===== config.mk =====
export PLATFORM = sky130hd
export DESIGN_NAME = rst_strap_ctrl
export DESIGN_NICKNAME = d
export VERILOG_FILES = /design/src/rtl/rsc_pkg.sv /design/src/rtl/rsc_sync2.sv /design/src/rtl/rsc_seq.sv /design/src/rtl/rsc_cfg.sv /design/src/rtl/rst_strap_ctrl.sv
export SDC_FILE = /design/constraint.sdc
export NUM_CORES = 1
export LEC_CHECK = 0
export BUFFER_PORTS_ARGS = -buffer_cell sky130_fd_sc_hd__buf_4
export CORE_MARGIN = 1
export CORE_UTILIZATION = 30
export DETAILED_ROUTE_END_ITERATION = 10
export PLACE_DENSITY = 0.56
export SLEW_MARGIN = 5
export SYNTH_ARGS = -nofsm -noshare
export SYNTH_HDL_FRONTEND = slang
export SYNTH_HIERARCHICAL = 1
export SYNTH_SLANG_ARGS = --single-unit

===== constraint.sdc =====
create_clock -name clk -period 5.8 [get_ports clk]
set_input_delay 1.16 -clock clk [delete_from_list [all_inputs] [get_ports clk]]
set_output_delay 1.16 -clock clk [all_outputs]
set_load 0.01 [all_outputs]

===== src/rtl/rsc_pkg.sv =====
package rsc_pkg;

    typedef enum logic [1:0] {
        ST_LOW  = 2'd0,
        ST_HOLD = 2'd1,
        ST_RUN  = 2'd2
    } rsc_state_e;

    localparam logic [7:0] ADDR_SEL  = 8'h0B;
    localparam logic [7:0] ADDR_MODE = 8'h09;
    localparam int         BIT_FEN   = 4;
    localparam int         BIT_SWP   = 0;
    localparam int         BIT_MODE  = 2;

endpackage


===== src/rtl/rsc_sync2.sv =====
module rsc_sync2 #(
    parameter int W = 3
) (
    input  logic         clk,
    input  logic [W-1:0] d,
    output logic [W-1:0] q
);
    for (genvar i = 0; i < W; i++) begin : g_bit
        logic meta_q;
        logic out_q;
        always_ff @(posedge clk) begin
            meta_q <= d[i];
            out_q  <= meta_q;
        end
        assign q[i] = out_q;
    end
endmodule


===== src/rtl/rsc_seq.sv =====
module rsc_seq
    import rsc_pkg::*;
#(
    parameter int MIN_LOW_CYCLES = 640,
    parameter int HOLD_CYCLES    = 6400000
) (
    input  logic clk,
    input  logic rst_s,
    output logic in_reset
);
    localparam int LW = $clog2(MIN_LOW_CYCLES + 1);
    localparam int HW = $clog2(HOLD_CYCLES + 1);
    localparam logic [LW-1:0] LOW_LAST  = LW'(MIN_LOW_CYCLES - 1);
    localparam logic [HW-1:0] HOLD_LAST = HW'(HOLD_CYCLES - 1);

    rsc_state_e    state_q, state_d;
    logic [LW-1:0] low_q;
    logic [HW-1:0] hold_q;
    logic          low_qual;

    // a low is qualified on its MIN_LOW_CYCLES-th consecutive sample
    assign low_qual = !rst_s && (low_q == LOW_LAST);

    always_comb begin
        state_d = state_q;
        unique case (state_q)
            ST_LOW:  if (rst_s) state_d = ST_HOLD;
            ST_HOLD: begin
                if (low_qual)                state_d = ST_LOW;
                else if (hold_q == HOLD_LAST) state_d = ST_RUN;
            end
            ST_RUN:  if (low_qual) state_d = ST_LOW;
            default: state_d = ST_LOW;
        endcase
    end

    always_ff @(posedge clk) begin
        state_q <= state_d;
    end

    always_ff @(posedge clk) begin
        if (rst_s || state_q == ST_LOW) begin
            low_q <= '0;
        end else if (low_q != LOW_LAST) begin
            low_q <= low_q + 1'b1;
        end
        if (state_q != ST_HOLD) begin
            hold_q <= '0;
        end else if (hold_q != HOLD_LAST) begin
            hold_q <= hold_q + 1'b1;
        end
    end

    always_comb begin
        in_reset = (state_q != ST_RUN);
    end


    release_from_hold_chk: assert property (@(posedge clk) disable iff (!rst_s)
        $rose(state_q == ST_RUN) |-> $past(state_q) == ST_HOLD);


    run_kept_chk: assert property (@(posedge clk) disable iff (!rst_s)
        (state_q == ST_RUN) |=> (state_q == ST_RUN));


    hold_bound_chk: assert property (@(posedge clk) disable iff (!rst_s)
        hold_q <= HOLD_LAST);
endmodule


===== src/rtl/rsc_cfg.sv =====
module rsc_cfg
    import rsc_pkg::*;
#(
    parameter int ADDR_W = 8,
    parameter int DATA_W = 8
) (
    input  logic              clk,
    input  logic              rst_s,
    input  logic              in_reset,
    input  logic              fsel_s,
    input  logic              mode_s,
    input  logic              wr_en,
    input  logic [ADDR_W-1:0] wr_addr,
    input  logic [DATA_W-1:0] wr_data,
    output logic              fast_sel_en,
    output logic              freq_mode,
    output logic              pair_sel
);
    logic fen_q, mode_q, swp_q;
    logic unused_wr_bits;

    assign unused_wr_bits = ^wr_data;

    always_ff @(posedge clk) begin
        if (in_reset) begin
            fen_q  <= fsel_s;
            mode_q <= mode_s;
            swp_q  <= 1'b1;
        end else if (wr_en) begin
            if (wr_addr == ADDR_W'(ADDR_SEL)) begin
                fen_q <= wr_data[BIT_FEN];
                swp_q <= wr_data[BIT_SWP];
            end
            if (wr_addr == ADDR_W'(ADDR_MODE)) begin
                mode_q <= wr_data[BIT_MODE];
            end
        end
    end

    always_comb begin
        fast_sel_en = fen_q;
        freq_mode   = mode_q;
        pair_sel    = fen_q ? fsel_s : swp_q;
    end


    cfg_stable_chk: assert property (@(posedge clk) disable iff (!rst_s)
        (!in_reset && !wr_en) |=> ($stable(fen_q) && $stable(mode_q) && $stable(swp_q)));
endmodule


===== src/rtl/rst_strap_ctrl.sv =====
module rst_strap_ctrl #(
    parameter int MIN_LOW_CYCLES = 640,
    parameter int HOLD_CYCLES    = 6400000,
    parameter int ADDR_W         = 8,
    parameter int DATA_W         = 8
) (
    input  logic              clk,
    input  logic              ext_rst_n,
    input  logic              strap_fsel,
    input  logic              strap_mode,
    input  logic              wr_en,
    input  logic [ADDR_W-1:0] wr_addr,
    input  logic [DATA_W-1:0] wr_data,
    output logic              core_rst_n,
    output logic              fast_sel_en,
    output logic              freq_mode,
    output logic              pair_sel
);
    localparam int NSYNC = 3;

    logic [NSYNC-1:0] pins_s;
    logic             rst_s, fsel_s, mode_s, in_reset;

    rsc_sync2 #(.W(NSYNC)) u_sync (
        .clk (clk),
        .d   ({ext_rst_n, strap_fsel, strap_mode}),
        .q   (pins_s)
    );

    assign {rst_s, fsel_s, mode_s} = pins_s;

    rsc_seq #(
        .MIN_LOW_CYCLES (MIN_LOW_CYCLES),
        .HOLD_CYCLES    (HOLD_CYCLES)
    ) u_seq (
        .clk      (clk),
        .rst_s    (rst_s),
        .in_reset (in_reset)
    );

    rsc_cfg #(
        .ADDR_W (ADDR_W),
        .DATA_W (DATA_W)
    ) u_cfg (
        .clk         (clk),
        .rst_s       (rst_s),
        .in_reset    (in_reset),
        .fsel_s      (fsel_s),
        .mode_s      (mode_s),
        .wr_en       (wr_en),
        .wr_addr     (wr_addr),
        .wr_data     (wr_data),
        .fast_sel_en (fast_sel_en),
        .freq_mode   (freq_mode),
        .pair_sel    (pair_sel)
    );

    assign core_rst_n = !in_reset;
endmodule


Yosys cells after proc, flatten, opt, wreduce, memory -nomap -nowiden
Index checks and enable logic that the tools add are counted.
{"block": "totals", "register_bits": 44, "input_bits": 21, "elab_cells": 51}
{"block": "classes", "addsub": 2, "eq_ne": 13, "n_mux": 12, "reduce_logical": 12}
{"op": "23-bit by 1-bit adder with 23-bit output, second input constant", "n": 1}
{"op": "23-bit == test, second input constant", "n": 1}
{"op": "23-bit inequality test, second input constant", "n": 1}
{"op": "8-bit by 4-bit == test with 1-bit output, second input constant", "n": 2}
{"op": "10-bit by 1-bit adder with 10-bit output, second input constant", "n": 1}
{"op": "10-bit == test, second input constant", "n": 1}
{"op": "10-bit inequality test, second input constant", "n": 1}
{"op": "2-bit two-way mux", "n": 4}
{"op": "1-bit two-way mux", "n": 7}
{"op": "2-bit case mux with 3 select lines", "n": 1}
{"op": "2-bit AND reduction", "n": 3}
{"op": "2-bit nonzero test", "n": 3}
{"op": "2-bit by 1-bit inequality test with 1-bit output, second input constant", "n": 2}
{"op": "2-bit inequality test, second input constant", "n": 2}
{"op": "3-bit by 1-bit inequality test with 1-bit output, second input constant", "n": 1}
{"op": "3-bit AND reduction", "n": 1}
{"op": "2-bit by 1-bit == test with 1-bit output, second input constant", "n": 1}
{"op": "2-bit == test, second input constant", "n": 1}
{"op": "1-bit zero test", "n": 2}
{"op": "2-bit zero test", "n": 1}
{"op": "1-bit logical AND", "n": 1}
{"op": "1-bit logical OR", "n": 1}

Longest topological paths before layout
Gate-level depths: netlist of the first run.
{"block": "logic_depth", "depth_word": 4, "mapped_depth": 6, "depth_no_buf": 5}

Modules after synthesis
Netlist of the first run, hierarchy kept.
{"module": "rsc_seq", "n_inst": 1, "cells_per_inst": 211, "area_per_inst_um2": 1791.7, "seq_area_each_um2": 720.7}
{"module": "rsc_cfg", "n_inst": 1, "cells_per_inst": 15, "area_per_inst_um2": 191.4, "seq_area_each_um2": 80.1}
{"module": "rsc_sync2", "n_inst": 1, "cells_per_inst": 9, "area_per_inst_um2": 142.6, "seq_area_each_um2": 120.1}
{"module": "rst_strap_ctrl", "n_inst": 1, "cells_per_inst": 1, "area_per_inst_um2": 3.8, "seq_area_each_um2": 0.0}

Least setup slack after synthesis of the first run
Ideal clock, no wire load.
{"block": "synth_path", "path_type": "input-to-reg", "start": "input wr_addr[5]", "end": "register u_cfg.fen_q, in the netlist u_cfg/fast_sel_en, enable pin", "setup_time_ns": 0.290, "arrival_time_ns": 1.700, "required_time_ns": 5.510, "path_slack_ns": 3.809, "cell_stages": 3, "path_buffers": 0, "path_cell_list": "nor4_4 -> nand3_2 -> or2b_1"}
{"block": "synth_between", "elab_chain_len": 3}
{"element": "from (decl)", "line": "rst_strap_ctrl.sv:12", "source": "input logic [ADDR_W-1:0] wr_addr,"}
{"element": "8-bit by 4-bit == test with 1-bit output", "line": "rsc_cfg.sv:30", "source": "if (wr_addr == ADDR_W'(ADDR_SEL)) begin"}
{"element": "2-bit nonzero test (no source line)"}
{"element": "2-bit AND reduction (no source line)"}
{"element": "to (signal assigned)", "line": "rsc_cfg.sv:26", "source": "fen_q <= fsel_s;"}
{"element": "to (signal assigned)", "line": "rsc_cfg.sv:31", "source": "fen_q <= wr_data[BIT_FEN];"}
{"element": "to (decl)", "line": "rsc_cfg.sv:19", "source": "logic fen_q, mode_q, swp_q;"}
No other way between the ends.
A chain may end at the register's enable or synchronous reset.

Final worst setup path of the first run
{"block": "layout_path", "start": "register u_seq.state_q[0]", "end": "output core_rst_n"}
{"block": "layout_between", "elab_chain_len": 2}
{"element": "from (decl)", "line": "rsc_seq.sv:16", "source": "rsc_state_e state_q, state_d;"}
{"element": "from (signal assigned)", "line": "rsc_seq.sv:38", "source": "state_q <= state_d;"}
{"element": "2-bit inequality test", "line": "rsc_seq.sv:55", "source": "in_reset = (state_q != ST_RUN);"}
{"element": "named net in_reset", "line": "rst_strap_ctrl.sv:22", "source": "logic rst_s, fsel_s, mode_s, in_reset;"}
{"element": "1-bit zero test", "line": "rst_strap_ctrl.sv:58", "source": "assign core_rst_n = !in_reset;"}
{"element": "to (decl)", "line": "rst_strap_ctrl.sv:14", "source": "output logic core_rst_n,"}
The timed path passes the listed nets, and every way through them passes these cells.

==> results list, run 1 <==
- The flow ran to the end, and the final reports show no timing, DRC or antenna violations.
- Power comes to 767 µW.
- On the worst path, the slowest cell contributes a delay of 0.43 ns.
- The tool flagged a number of max-cap violations equal to 0.
- Final period util: 41.7%
- Synthesis instantiated 48 different standard cells from the library.
* Cell area after synthesis: 0.00213 mm²
- Slowest CP cell: sky130_fd_sc_hd__edfxtp_1
- Final setup TNS: 0 ns
* Hold Path Stages: 0
- The initial antenna violation count was 0.
* Area taken by multi-input logic gates: 0.00112 mm²
* Area fraction of the dominant cell type after synthesis: 37.6%
- Worst reg2reg endpoint: u_seq/state_q[1]
- At the end of the flow, the number of nets in the layout was 271.
* Buffer type at the clock tree root: sky130_fd_sc_hd__clkbuf_8
* Crit-path cells: nand2b_1 > inv_1 > buf_4
* Capture endpoint of the worst hold path: u_sync/g_bit[2].out_q
* Number of antenna-violating nets in the routed design: 0
- Along the worst path, the maximum fanout reaches 8.
- Mapped Nets: 259
- TritonCTS built the clock tree.
- Post-CTS Setup Inserts: 0
- Startpoint Class: register
- Gpl congestion: 0.722
* Relative slew margins: 45.1%
* Proportion of layout cells with a drive suffix above 1: 15.3%
- Depth of the worst register-to-register path: 4
* Insertion delay of the later-clocked pin in the worst-skew pair: 0.30 ns
* Post-detail-place hpwl: 2880 µm
- Setup repair after global routing left no endpoint under its margin.
* Number of standard cells after synthesis: 236
- Start point of the worst min-delay path: u_sync/g_bit[2].meta_q
- Vias after detailed routing: 1760
- Startpoint-to-endpoint class of the critical path: reg2out
- Row generation in the floorplan step produced 30 rows.
- Most common library cell in the layout ignoring fill and taps: sky130_fd_sc_hd__dfxtp_1
* Total length of routed wires: 4150 µm
- For this block, the initial DRC count from the detailed router was 111.
* WL/cell: 12.0 µm
* Total global-route track usage: 11.8%
- Time the final worst path needs with I/O delays and setup: 2.42 ns
- Seq/Total Area, Yosys: 43.2%
* CTS H-tree depth: 2
- Largest area contributor in the synthesized netlist: sky130_fd_sc_hd__dfxtp_1
* Number of clock sinks: 44
- Across the whole layout, storage elements account for 921 µm².
- Clk pin slew, worst setup/hold paths: 0.09 ns
* Origin of the critical flop-to-flop path: u_seq/hold_q[17]
- The hold violation total from the final report was 0.
- Worst path arrival time: 1.26 ns
* Total Die Area: 0.00744 mm²
- Number of ports placed on the die boundary: 25
* ANT cells: 0
- Via count normalized by instance count: 5.10
- For this configuration, the core starts out at a cell density of 31.2%.
- Area of the core region: 0.00683 mm²
- The worst setup path is captured at an output pin.
- Clock tree synthesis inserted a total of 5 buffers.
- Total congestion overflow: 0
- Area growth from synthesis to layout: 14.5%
* Number of detailed-routing iterations run before antenna repair: 6
- Entering global routing, the biggest net connects 19 pins.
- Fillers: 722
* Deepest clock path buffer count: 2
- Clock network fraction of total power: 30.5%
- Internal power: 538 µW
- The tightest min-delay check is of the reg2reg type.
- After detailed routing, the number of remaining DRC violations is 0.
* Pwr dens: 314 mW/mm²
- After synthesis the netlist holds a flip-flop and latch count of 44.
* Hold-fix buffer count after cts: 0
* Net switching component of the power: 229 µW
- Total number of yosys warnings: 6
* Average cell area after synthesis: 9.02 µm²
* Most frequent cells in the layout: sky130_fd_sc_hd__dfxtp_1, sky130_fd_sc_hd__buf_4, sky130_fd_sc_hd__nand2_1, sky130_fd_sc_hd__a21oi_1, sky130_fd_sc_hd__nor2_1
- Setup violations remaining at the end of the flow were counted as 0.
- The number of max-slew violations in the final report was 0.
- Fraction of power spent switching nets: 29.8%
* Share of total power in combinational logic: 21.5%
* Transition at the pin with the smallest max-transition slack: 0.819 ns
- Peak VDD IR: 0.116 mV
* Crit path required time: 4.64 ns
- The via count of the first global-routing pass was 1591.
* Skew final: 0.00788 ns
* Internal reg-to-reg setup slack: 3.47 ns
- Port Buf Inserts: 19
- Largest cells by area after synthesis: sky130_fd_sc_hd__dfxtp_1, sky130_fd_sc_hd__edfxtp_1, sky130_fd_sc_hd__a21oi_1
* Global-route wire length before repair: 7090 µm
* Leakage power: 0.000810 µW
- Die boundary width: 86.3 µm
- The number of gates resized after CTS was 0.
- Portion of total power attributed to sequential cells: 48.0%
* Die Span Y: 86.3 µm
- Derived from the worst setup path, the maximum achievable clock frequency is 414 MHz.
==> worst max-delay path, delay by kind of cell (launching register included) <==
| family | cells | cell delay, ns |
|---|---|---|
| flip-flops | 1 | 0.43 |
| AND/OR/NAND/NOR | 1 | 0.31 |
| buffers and inverters | 2 | 0.22 |
==> power groups by stage <==
| stage | clock network [µW] | registers (µW) | logic (µW) |
|---|---|---|---|
| 2_1_floorplan | 0 | 373 | 112 |
| 5_1_grt | 256 | 372 | 185 |
| 3_5_place_dp | 0 | 375 | 168 |
| 4_1_cts | 244 | 368 | 169 |
| 3_3_place_gp | 0 | 374 | 165 |
| 6_report | 234 | 368 | 165 |
==> routing by layer <==
layer / GRT usage, % / vias up / routed length [µm]
met5: 0 / - / 0
met4: 5.00 / 0 / 67
met3: 2.29 / 6 / 149
met2: 19.8 / 32 / 1890
met1: 14.9 / 834 / 2040
li1: - / 888 / -
==> sequential cells by signal, summed over array words and instances, names as in the netlist <==
register and count:
u_sync/g_bit.out_q 3, u_seq/state_q 2, u_cfg/freq_mode 1, u_sync/g_bit.meta_q 3
u_cfg/fast_sel_en 1, u_seq/low_q 10, u_cfg/swp_q 1, u_seq/hold_q 23
==> how the worst max path moves through the flow <==
stage | start | endpoint | cells past startpoint
global route | u_seq/state_q[0] | core_rst_n | 3
global placement | u_seq/hold_q[17] | u_seq/state_q[0] | 4
CTS | u_seq/state_q[0] | core_rst_n | 3
detailed placement | u_seq/hold_q[17] | u_seq/state_q[0] | 4
finish | u_seq/state_q[0] | core_rst_n | 3
floorplan | wr_addr[5] | u_cfg/fast_sel_en | 3
==> through the flow <==
step | hold slack, ns | worst slack [ns] | instance area (µm²) | std cells | utilization, %
after detailed placement | 0.312 | 3.52 | 2330 | 337 | 34.1
after global placement | 0.312 | 3.52 | 2330 | 337 | 34.1
final | 0.331 | 3.38 | 2440 | 345 | 35.7
after global routing | 0.344 | 3.28 | 2440 | 345 | 35.7
after floorplan | 0.310 | 3.81 | 2130 | 236 | -
after CTS | 0.332 | 3.35 | 2440 | 345 | 35.7
==> Yosys cell counts, drive strengths merged <==
| cell | instances |
|---|---|
| a41o | 1 |
| inv | 5 |
| nor4 | 2 |
| and4b | 1 |
| a21oi | 18 |
| a21boi | 1 |
| nand2 | 20 |
| a31oi | 1 |
| and3 | 4 |
| a2111o | 2 |
| or2 | 2 |
| mux2i | 9 |
| edfxtp | 4 |
| o21ai | 9 |
| mux2 | 3 |
| nand4b | 1 |
| xor2 | 2 |
| nor2b | 1 |
| o31ai | 9 |
| o211ai | 1 |
| o21bai | 1 |
| nor2 | 15 |
| ha | 2 |
| o211a | 1 |
| buf | 5 |
| a211oi | 4 |
| xnor2 | 3 |
| o21a | 2 |
| or3b | 1 |
| and4 | 4 |
| and2 | 3 |
| nor3 | 9 |
| or2b | 1 |
| nand4bb | 1 |
| or3 | 5 |
| nand4 | 7 |
| or4 | 8 |
| clkbuf | 10 |
| nand3 | 11 |
| dfxtp | 40 |
| nand2b | 7 |
==> final cells by class <==
class,instances,share of cell area [%]
inverters,5,0.770
flip-flops and latches,44,37.8
well taps,96,4.93
clock inverters,3,1.74
multi-input cells,172,45.8
repair buffers,20,6.16
clock buffers,5,2.82
==> cells by family (layout without fill, tap and decap cells) <==
family,count (synthesis),in the layout,synth area share [%]
buffers and inverters,20,33,4.29
multiplexers,12,12,5.82
XOR/XNOR,5,5,2.06
adder cells (fa/ha/maj),2,2,1.17
flip-flops,44,44,43.2
AND/OR/NAND/NOR,103,103,28.4
AO/OA/AOI/OAI,50,50,15.0
Note: power is estimated with default switching activity, not from simulation.
==> inputs of run 2 (changes only) <==
clock period = 2.41 ns   (was 5.8 ns; I/O delays follow)
==> run 2 against run 1 <==
Net effect: flip-flop and latch count stayed put; count of clock-buffer cells in the layout stayed put; critical endpoint is now u_seq/state_q[1]; design area is 2.2% higher; first-iteration DRC count is 61% lower; clock power is 140% higher; sequential power is 140% higher; non-clock buffer count is 7 higher; largest power group unchanged; via count is 4.1% lower; routed wire length is 0.72% lower; register-to-register slack worse by 3.1 ns; clock skew is 0.0052 ns lower; combinational power is 150% higher.
==> results list, run 2 (synthesized netlist as in run 1, its figures left out) <==
- Area growth from synthesis to layout: 17.0%
- Post_cts resized: 0 (unchanged)
* Biggest registers after layout: u_seq/hold_q: 23 flops, u_seq/low_q: 10 flops
- The final setup TNS came to 0 ns (unchanged).
- Post-CTS Setup Inserts: 0 (unchanged)
- STA classifies the critical path startpoint as a register.
- The standard-cell row count was 30 (unchanged).
- Kind of end point of the critical path: register
- Buffer type at the clock tree root: sky130_fd_sc_hd__clkbuf_8
* Final number of setup-violating endpoints: 0 (unchanged)
* Seq. cell area: 921 µm² (unchanged)
* Outcome: completed
* Fraction of power spent switching nets: 29.6% (-0.19 points)
- Die Span Y: 86.3 µm (unchanged)
- Gpl congestion: 0.716 (-0.80%)
* Routing usage on met3: 2.48% (+0.19 points)
- Port Buf Inserts: 19 (unchanged)
- The startpoint identified for the worst register-to-register timing path is u_seq/low_q[7].
- Start point of the worst min-delay path: strap_mode
- Global-route wire length before repair: 7110 µm (+0.38%)
* Leakage power: 0.000840 µW (+3.8%)
- Starting utilization of the core area: 31.2% (unchanged)
* Peak VDD IR: 0.263 mV (+130%)
* Final hold slack: 0.285 ns (-0.0457 ns)
* Number of detailed-routing iterations run before antenna repair: 4 (-2)
* Total global-route track usage: 11.8% (-0.083 points)
- The proportion of power drawn by flip-flops and latches is 47.7% (-0.3 points).
- The clock skew after layout was 0.00263 ns (-0.00525 ns).
- Internal reg-to-reg setup slack: 0.41 ns (-3.06 ns)
- Hold Path Stages: 1 (+1)
* Hold-fix buffer count after cts: 0 (unchanged)
- Depth of the worst register-to-register path: 4 (unchanged)
* Setup repair after global routing missed its margin: no
- The initial antenna violation count was 0 (unchanged).
* Nets@finish: 278 (+2.6%)
- The arrival time at the worst endpoint came to 1.99 ns (+0.73 ns).
- The maximum number of pins on one net before global-route repair was 15 (-4).
- The cell area after placement was 0.00238 mm² (+2.3%).
* Crit path required time: 2.40 ns (-2.24 ns)
- The detailed placer's ending HPWL came to 3010 µm (+4.6%).
- The layer flagged by global routing as most heavily used is met2.
- Pwr dens: 744 mW/mm² (+140%)
- The die width is 86.3 µm (unchanged).
- Share of total power in combinational logic: 22.0% (+0.5 points)
* Insertion delay of the later-clocked pin in the worst-skew pair: 0.29 ns (about the same)
- Clock network fraction of total power: 30.3% (-0.2 points)
- Deepest clock path buffer count: 2 (unchanged)
- Flip-flop count of the largest register after layout: 23 (unchanged)
* CTS H-tree depth: 2 (unchanged)
* Met1 layer usage reported by global route: 14.9% (about the same)
* Count of max-cap constraint violations: 0 (unchanged)
- The multi-input gate area in the final layout was 0.00112 mm² (unchanged).
- The via count of the routed design is 1687 (-4.1%).
* Via count normalized by instance count: 4.79 (-6.1%)
- Most common library cell in the layout ignoring fill and taps: sky130_fd_sc_hd__dfxtp_1
* Time the final worst path needs with I/O delays and setup: 2.00 ns
- The via count of the first global-routing pass was 1616 (+1.6%).
* Total congestion overflow: 0 (unchanged)
* Final-report hold violation count: 0 (unchanged)
* Proportion of layout cells with a drive suffix above 1: 18.0% (+2.7 points)
- The number of max-slew violations in the final report was 0 (unchanged).
- The average routed wire per standard cell came to 11.7 µm (-2.7%).
- The maximum fanout count along the critical path came to 4 (-4).
* Total length of routed wires: 4120 µm (-0.72%)
- Counting flops per register, the top entry is u_seq/hold_q.
- Number of ports placed on the die boundary: 25 (unchanged)
- Final period util: 83.0%
- In this run the critical register-to-register path is captured at u_seq/state_q[1].
- The total inserted antenna cells was 0 (unchanged).
- Number of antenna-violating nets in the routed design: 0 (unchanged)
* Area of all placed cells without fillers: 0.00249 mm² (+2.2%)
- Internal power: 1300 µW (+140%)
* Area of the core region: 0.00683 mm² (unchanged)
- The path with the worst hold slack has its endpoint at u_sync/g_bit[0].meta_q.
- Timing-limited maximum frequency: 500 MHz
- The final-layout fill cell count came to 706 (-2.2%).
* Kind of path behind the tightest hold check: in2reg
- Count of unresolved DRC violations after routing: 0 (unchanged)
* Met2 global-route usage: 19.8% (unchanged)
* Number of buffers added by the clock tree synthesis step: 5 (unchanged)
- Relative slew margins: 66.0% (+21 points)
- Number of clock sinks: 44 (unchanged)
- Clk pin slew, worst setup/hold paths: 0.08 ns (about the same)
* Startpoint-to-endpoint class of the critical path: reg2reg
* Transition at the pin with the smallest max-transition slack: 0.506 ns (-0.313 ns)
- Most frequent cells in the layout: sky130_fd_sc_hd__dfxtp_1, sky130_fd_sc_hd__buf_4, sky130_fd_sc_hd__nand2_1, sky130_fd_sc_hd__a21oi_1, sky130_fd_sc_hd__nor2_1
- The die area came to 0.00744 mm² (unchanged).
- CTS tree: built
- Iteration-0 DRC Markers: 43 (-61%)
* Net switching component of the power: 549 µW (+140%)
run 2: power by group through the flow:
stage               Combinational (µW)  Clock (µW)  Sequential [µW]
floorplan                          269           0              898
global placement                   408           0              902
detailed placement                 416           0              903
CTS                                417         584              885
global route                       449         613              898
finish                             408         561              885
run 2: worst max-delay path by stage:
stage	endpoint	startpoint	slack, ns
global route	u_seq/state_q[0]	u_seq/low_q[7]	0.29
floorplan	u_seq/state_q[0]	u_seq/hold_q[0]	0.53
global placement	u_seq/state_q[0]	u_seq/low_q[7]	0.48
CTS	u_seq/hold_q[22]	u_seq/hold_q[0]	0.44
detailed placement	u_seq/hold_q[18]	u_seq/hold_q[0]	0.47
finish	u_seq/state_q[1]	u_seq/low_q[7]	0.41
run 2: routing by layer:
layer	part of all wire, %	vias to the layer above
met1	50	755
met5	0	-
met3	3.3	5
li1	-	904
met2	45	23
met4	1.2	0
run 2: through the flow:
stage | std cells | utilization [%] | power (µW) | worst slack, ns
6_report | 352 | 36.5 | 1850 | 0.410
3_5_place_dp | 344 | 34.8 | 1320 | 0.471
5_1_grt | 352 | 36.5 | 1960 | 0.287
2_1_floorplan | 236 | - | 1170 | 0.529
4_1_cts | 352 | 36.5 | 1890 | 0.444
3_3_place_gp | 344 | 34.8 | 1310 | 0.483
run 2: area by class of cell:
type / count / area share, %
Timing Repair Buffer: 27 / 8.14
Multi-Input combinational cell: 172 / 44.9
Inverter: 5 / 0.753
Sequential cell: 44 / 37.0
Clock buffer: 5 / 2.76
Clock inverter: 3 / 1.71
Tap cell: 96 / 4.82
run 2: critical path, stage by stage, from the launching register on:
cell	delay [ns]
sky130_fd_sc_hd__dfxtp_1	0.35
sky130_fd_sc_hd__or3b_1	0.46
sky130_fd_sc_hd__nor4_1	0.50
sky130_fd_sc_hd__o21ai_0	0.17
sky130_fd_sc_hd__a21oi_1	0.22
==> inputs of run 3 (changes only) <==
ABC_AREA = 1   (was default)
PLACE_DENSITY = 0.55   (was 0.56)
clock period = 1.85 ns   (was 2.41 ns; I/O delays follow)
==> run 3 against run 2 <==
Net effect: design area increased by 8.5%; non-clock buffer count decreased by 5; sequential power increased by 30%; first-iteration DRC count grew to 2.6 times the previous value; critical path type unchanged; critical endpoint is now u_seq/state_q[0]; largest power group unchanged; highest routed layer unchanged.
==> results list, run 3 <==
- Kind of path behind the tightest hold check: in2reg
- Net switching component of the power: 730 µW (+33%)
- Global-route wire length before repair: 8180 µm (+15%)
* Count of standard-cell rows: 31 (+3.3%)
* Number of clock sinks: 44 (unchanged)
- The most critical setup path has its startpoint at u_seq/hold_q[0].
- The final setup TNS came to 0 ns (unchanged).
- Fin. max-slew vios: 0 (unchanged)
- Library cell with the highest instance count after synthesis: sky130_fd_sc_hd__nand2_1
- The Yosys warning count was 6 (unchanged).
* WL/cell: 10.5 µm (-10%)
- The largest total area in the synthesized netlist belongs to sky130_fd_sc_hd__dfxtp_1.
- The combinational share of power was 19.3% (-2.7 points).
- Flip-flop count of the largest register after layout: 23 (unchanged)
- Die Span Y: 89.7 µm (+4.0%)
- The starting utilization of the core area is 31.5% (+0.30 points).
- Number of distinct library cell variants in the gate-level netlist after synthesis: 28 (-42%)
- Area after detailed placement: 0.00257 mm² (+8.0%)
* Area of all placed cells without fillers: 0.00270 mm² (+8.5%)
- The number of primary I/O pins is 25 (unchanged).
- The number of max-cap violations is 0 (unchanged).
* Die boundary width: 89.7 µm (+4.0%)
- The data required time of the worst path was 1.85 ns (-0.55 ns).
- The number of buffers inserted by hold repair at cts was 0 (unchanged).
* Count of flip-flops with a built-in enable after synthesis: 4 (unchanged)
- Area fraction of the dominant cell type after synthesis: 34.7% (-2.9 points)
- Area of the core region: 0.00733 mm² (+7.3%)
* Number of global-route vias before repair: 1869 (+16%)
* ANT cells: 0 (unchanged)
- Iteration-0 DRC Markers: 112 (+160%)
- Worst-path fanout max: 4 (unchanged)
- Kind of end point of the critical path: register
- Number of buffers added by the clock tree synthesis step: 5 (unchanged)
- Origin of the critical flop-to-flop path: u_seq/hold_q[0]
- Total congestion overflow: 0 (unchanged)
* Async set or reset register ratio after synthesis: 0% (unchanged)
* Pwr dens: 932 mW/mm² (+25%)
- In this run the worst setup path terminates at u_seq/state_q[0].
- CTS H-tree depth: 2 (unchanged)
- Internal power: 1790 µW (+37%)
- The overall routed net length was 4820 µm (+17%).
- CTS placed an instance of sky130_fd_sc_hd__clkbuf_8 at the clock tree root.
- The total of buffers placed on input and output ports was 19 (unchanged).
- Clock network fraction of total power: 35.0% (+4.7 points)
- Post-detail-place hpwl: 3680 µm (+22%)
* Primary flip-flop cell chosen by synthesis mapping: sky130_fd_sc_hd__dfxtp_1
- The depth of the worst register-to-register path was 7 (+3).
* Relative slew margins: 72.9% (+6.9 points)
* Biggest registers after layout: u_seq/hold_q: 23 flops, u_seq/low_q: 10 flops
* Nets@finish: 383 (+38%)
- FF+latch count, synth: 44 (unchanged)
- Mapped Nets: 358 (+38%)
- The die area came to 0.00805 mm² (+8.1%).
- Sorting the synthesized cells by how often they occur yields sky130_fd_sc_hd__nand2_1, sky130_fd_sc_hd__nor2_1, sky130_fd_sc_hd__dfxtp_1, sky130_fd_sc_hd__inv_1, sky130_fd_sc_hd__a21oi_1.
- Number of detailed-routing iterations run before antenna repair: 4 (unchanged)
- Peak VDD IR: 0.375 mV (+43%)
- The average footprint of a synthesized cell is 6.89 µm² (-24%).
* Number of antenna-violating nets in the routed design: 0 (unchanged)
* Gpl congestion: 0.814 (+14%)
* Clk pin slew, worst setup/hold paths: 0.08 ns (about the same)
* Post_cts resized: 0 (unchanged)
* Most common library cell in the layout ignoring fill and taps: sky130_fd_sc_hd__nand2_1
- The number of post-CTS setup repair buffers came to 0 (unchanged).
- The total routing resource utilization after global routing came to 13.2% (+1.4 points).
- Transition at the pin with the smallest max-transition slack: 0.403 ns (-0.103 ns)
- The post-synthesis cell area was 0.00231 mm² (+8.3%).
* Count of unresolved DRC violations after routing: 0 (unchanged)
- Via count normalized by instance count: 4.53 (-5.4%)
- Final number of setup-violating endpoints: 0 (unchanged)
- Deepest clock path buffer count: 2 (unchanged)
* Pin count of the biggest net entering global routing: 20 (+5)
* Seq/Total Area, Yosys: 39.9% (-3.3 points)
- Most frequent cells in the layout: sky130_fd_sc_hd__nand2_1, sky130_fd_sc_hd__nor2_1, sky130_fd_sc_hd__dfxtp_1, sky130_fd_sc_hd__inv_1, sky130_fd_sc_hd__buf_4
- Setup repair after global routing left no endpoint under its margin.
* Antenna violations before repair: 0 (unchanged)
* CTS tree: built
- The switching share of power is 29.0% (-0.63 points).
* Leakage power: 0.000958 µW (+14%)
* Final-report hold violation count: 0 (unchanged)
* Largest cells by area after synthesis: sky130_fd_sc_hd__dfxtp_1, sky130_fd_sc_hd__nand2_1, sky130_fd_sc_hd__nor2_1
* Startpoint Class: register
* Vias after detailed routing: 2086 (+24%)
- Outcome: completed
- By startpoint and endpoint, the worst setup path is classified as reg2reg.
- Worst path arrival time: 1.69 ns (-0.30 ns)
- Time the final worst path needs with I/O delays and setup: 1.70 ns (-0.303 ns)
- The area growth from synthesis to layout is 17.1%.
- Portion of total power attributed to sequential cells: 45.7% (-2.0 points)
* Insertion delay of the later-clocked pin in the worst-skew pair: 0.30 ns (about the same)
- The clock skew after layout was 0.00384 ns (+0.00121 ns).
- The fraction of layout cells with a size suffix above 1 was 15.5% (-2.5 points).
* Number of standard cells after synthesis: 335 (+42%)
* Timing-limited maximum frequency: 589 MHz (+18%)
- Fillers: 774 (+9.6%)
- The worst setup slack for register-to-register paths was 0.15 ns (-0.26 ns).
- The ratio of final minimum period to clock period was 91.7% (+8.7 points).
* Worst reg2reg endpoint: u_seq/state_q[0]
* Register bank with the most flops: u_seq/hold_q
## run 3: changes by cell type after synthesis, sizes merged, moves of 7 or more
cell | previous run | this run
o31ai | 9 | 0
nor2 | 15 | 64
inv | 5 | 45
nand2 | 20 | 90
or4 | 8 | 0
nand3 | 11 | 24
mux2i | 9 | 0
clkbuf | 10 | 1
nand2b | 7 | 0
## run 3: cells by family (layout without fill, tap and decap cells)
family                   count (synthesis)  after routing  synth area share (%)
AND/OR/NAND/NOR                        193            193                  38.0
buffers and inverters                   50             76                  8.68
flip-flops                              44             44                  39.9
AO/OA/AOI/OAI                           33             33                  7.32
XOR/XNOR                                12             12                  4.56
adder cells (fa/ha/maj)                  2              2                  1.08
multiplexers                             1              1                 0.488
## run 3: worst max-delay path, stage by stage (launching register included)
cell,delay (ns)
sky130_fd_sc_hd__dfxtp_1,0.42
sky130_fd_sc_hd__ha_1,0.25
sky130_fd_sc_hd__nand3_4,0.13
sky130_fd_sc_hd__nor2_4,0.12
sky130_fd_sc_hd__inv_2,0.05
sky130_fd_sc_hd__nor2_4,0.10
sky130_fd_sc_hd__nand2_2,0.08
sky130_fd_sc_hd__a21oi_1,0.24
## run 3: worst min path at each step
| stage | start | slack (ns) | to | cells past startpoint |
|---|---|---|---|---|
| after floorplan | u_sync/g_bit[0].meta_q | 0.31 | u_sync/g_bit[0].out_q | 0 |
| after global placement | u_sync/g_bit[0].meta_q | 0.31 | u_sync/g_bit[0].out_q | 0 |
| after detailed placement | u_sync/g_bit[1].meta_q | 0.32 | u_sync/g_bit[1].out_q | 0 |
| after CTS | strap_mode | 0.15 | u_sync/g_bit[0].meta_q | 1 |
| after global routing | strap_fsel | 0.14 | u_sync/g_bit[1].meta_q | 1 |
| final | strap_mode | 0.16 | u_sync/g_bit[0].meta_q | 1 |
## run 3: power groups by stage
stage	registers [µW]	logic [µW]	clock network, µW
final	1150	486	882
after global routing	1160	562	944
after CTS	1150	493	910
after detailed placement	1170	493	0
after global placement	1170	489	0
after floorplan	1170	318	0
## run 3: area by class of cell
type                       instances  area (µm²)  share of cell area, %
inverter                          46         174                   6.44
tap                               99         124                   4.58
sequential                        44         921                   34.1
timing repair buffer              22         165                   6.11
multi-input combinational        241        1190                   43.9
clock buffer                       6        72.6                   2.69
clock inverter                     2        60.1                   2.22
## run 3: per-stage QoR
step                setup WS, ns  hold slack, ns  instances  utilization [%]  power, µW
floorplan                  0.192           0.310        335                -       1490
global placement           0.236           0.311        452             35.1       1650
detailed placement         0.183           0.319        452             35.1       1660
CTS                        0.158           0.154        460             36.9       2550
global route              0.0644           0.143        460             36.9       2670
finish                     0.153           0.164        460             36.9       2520
## run 3: metal layers
metal | GRT usage [%] | part of all wire (%)
met5 | 0 | 0
met4 | 4.76 | 1.2
met3 | 3.02 | 3.5
met2 | 20.8 | 44
met1 | 17.7 | 51
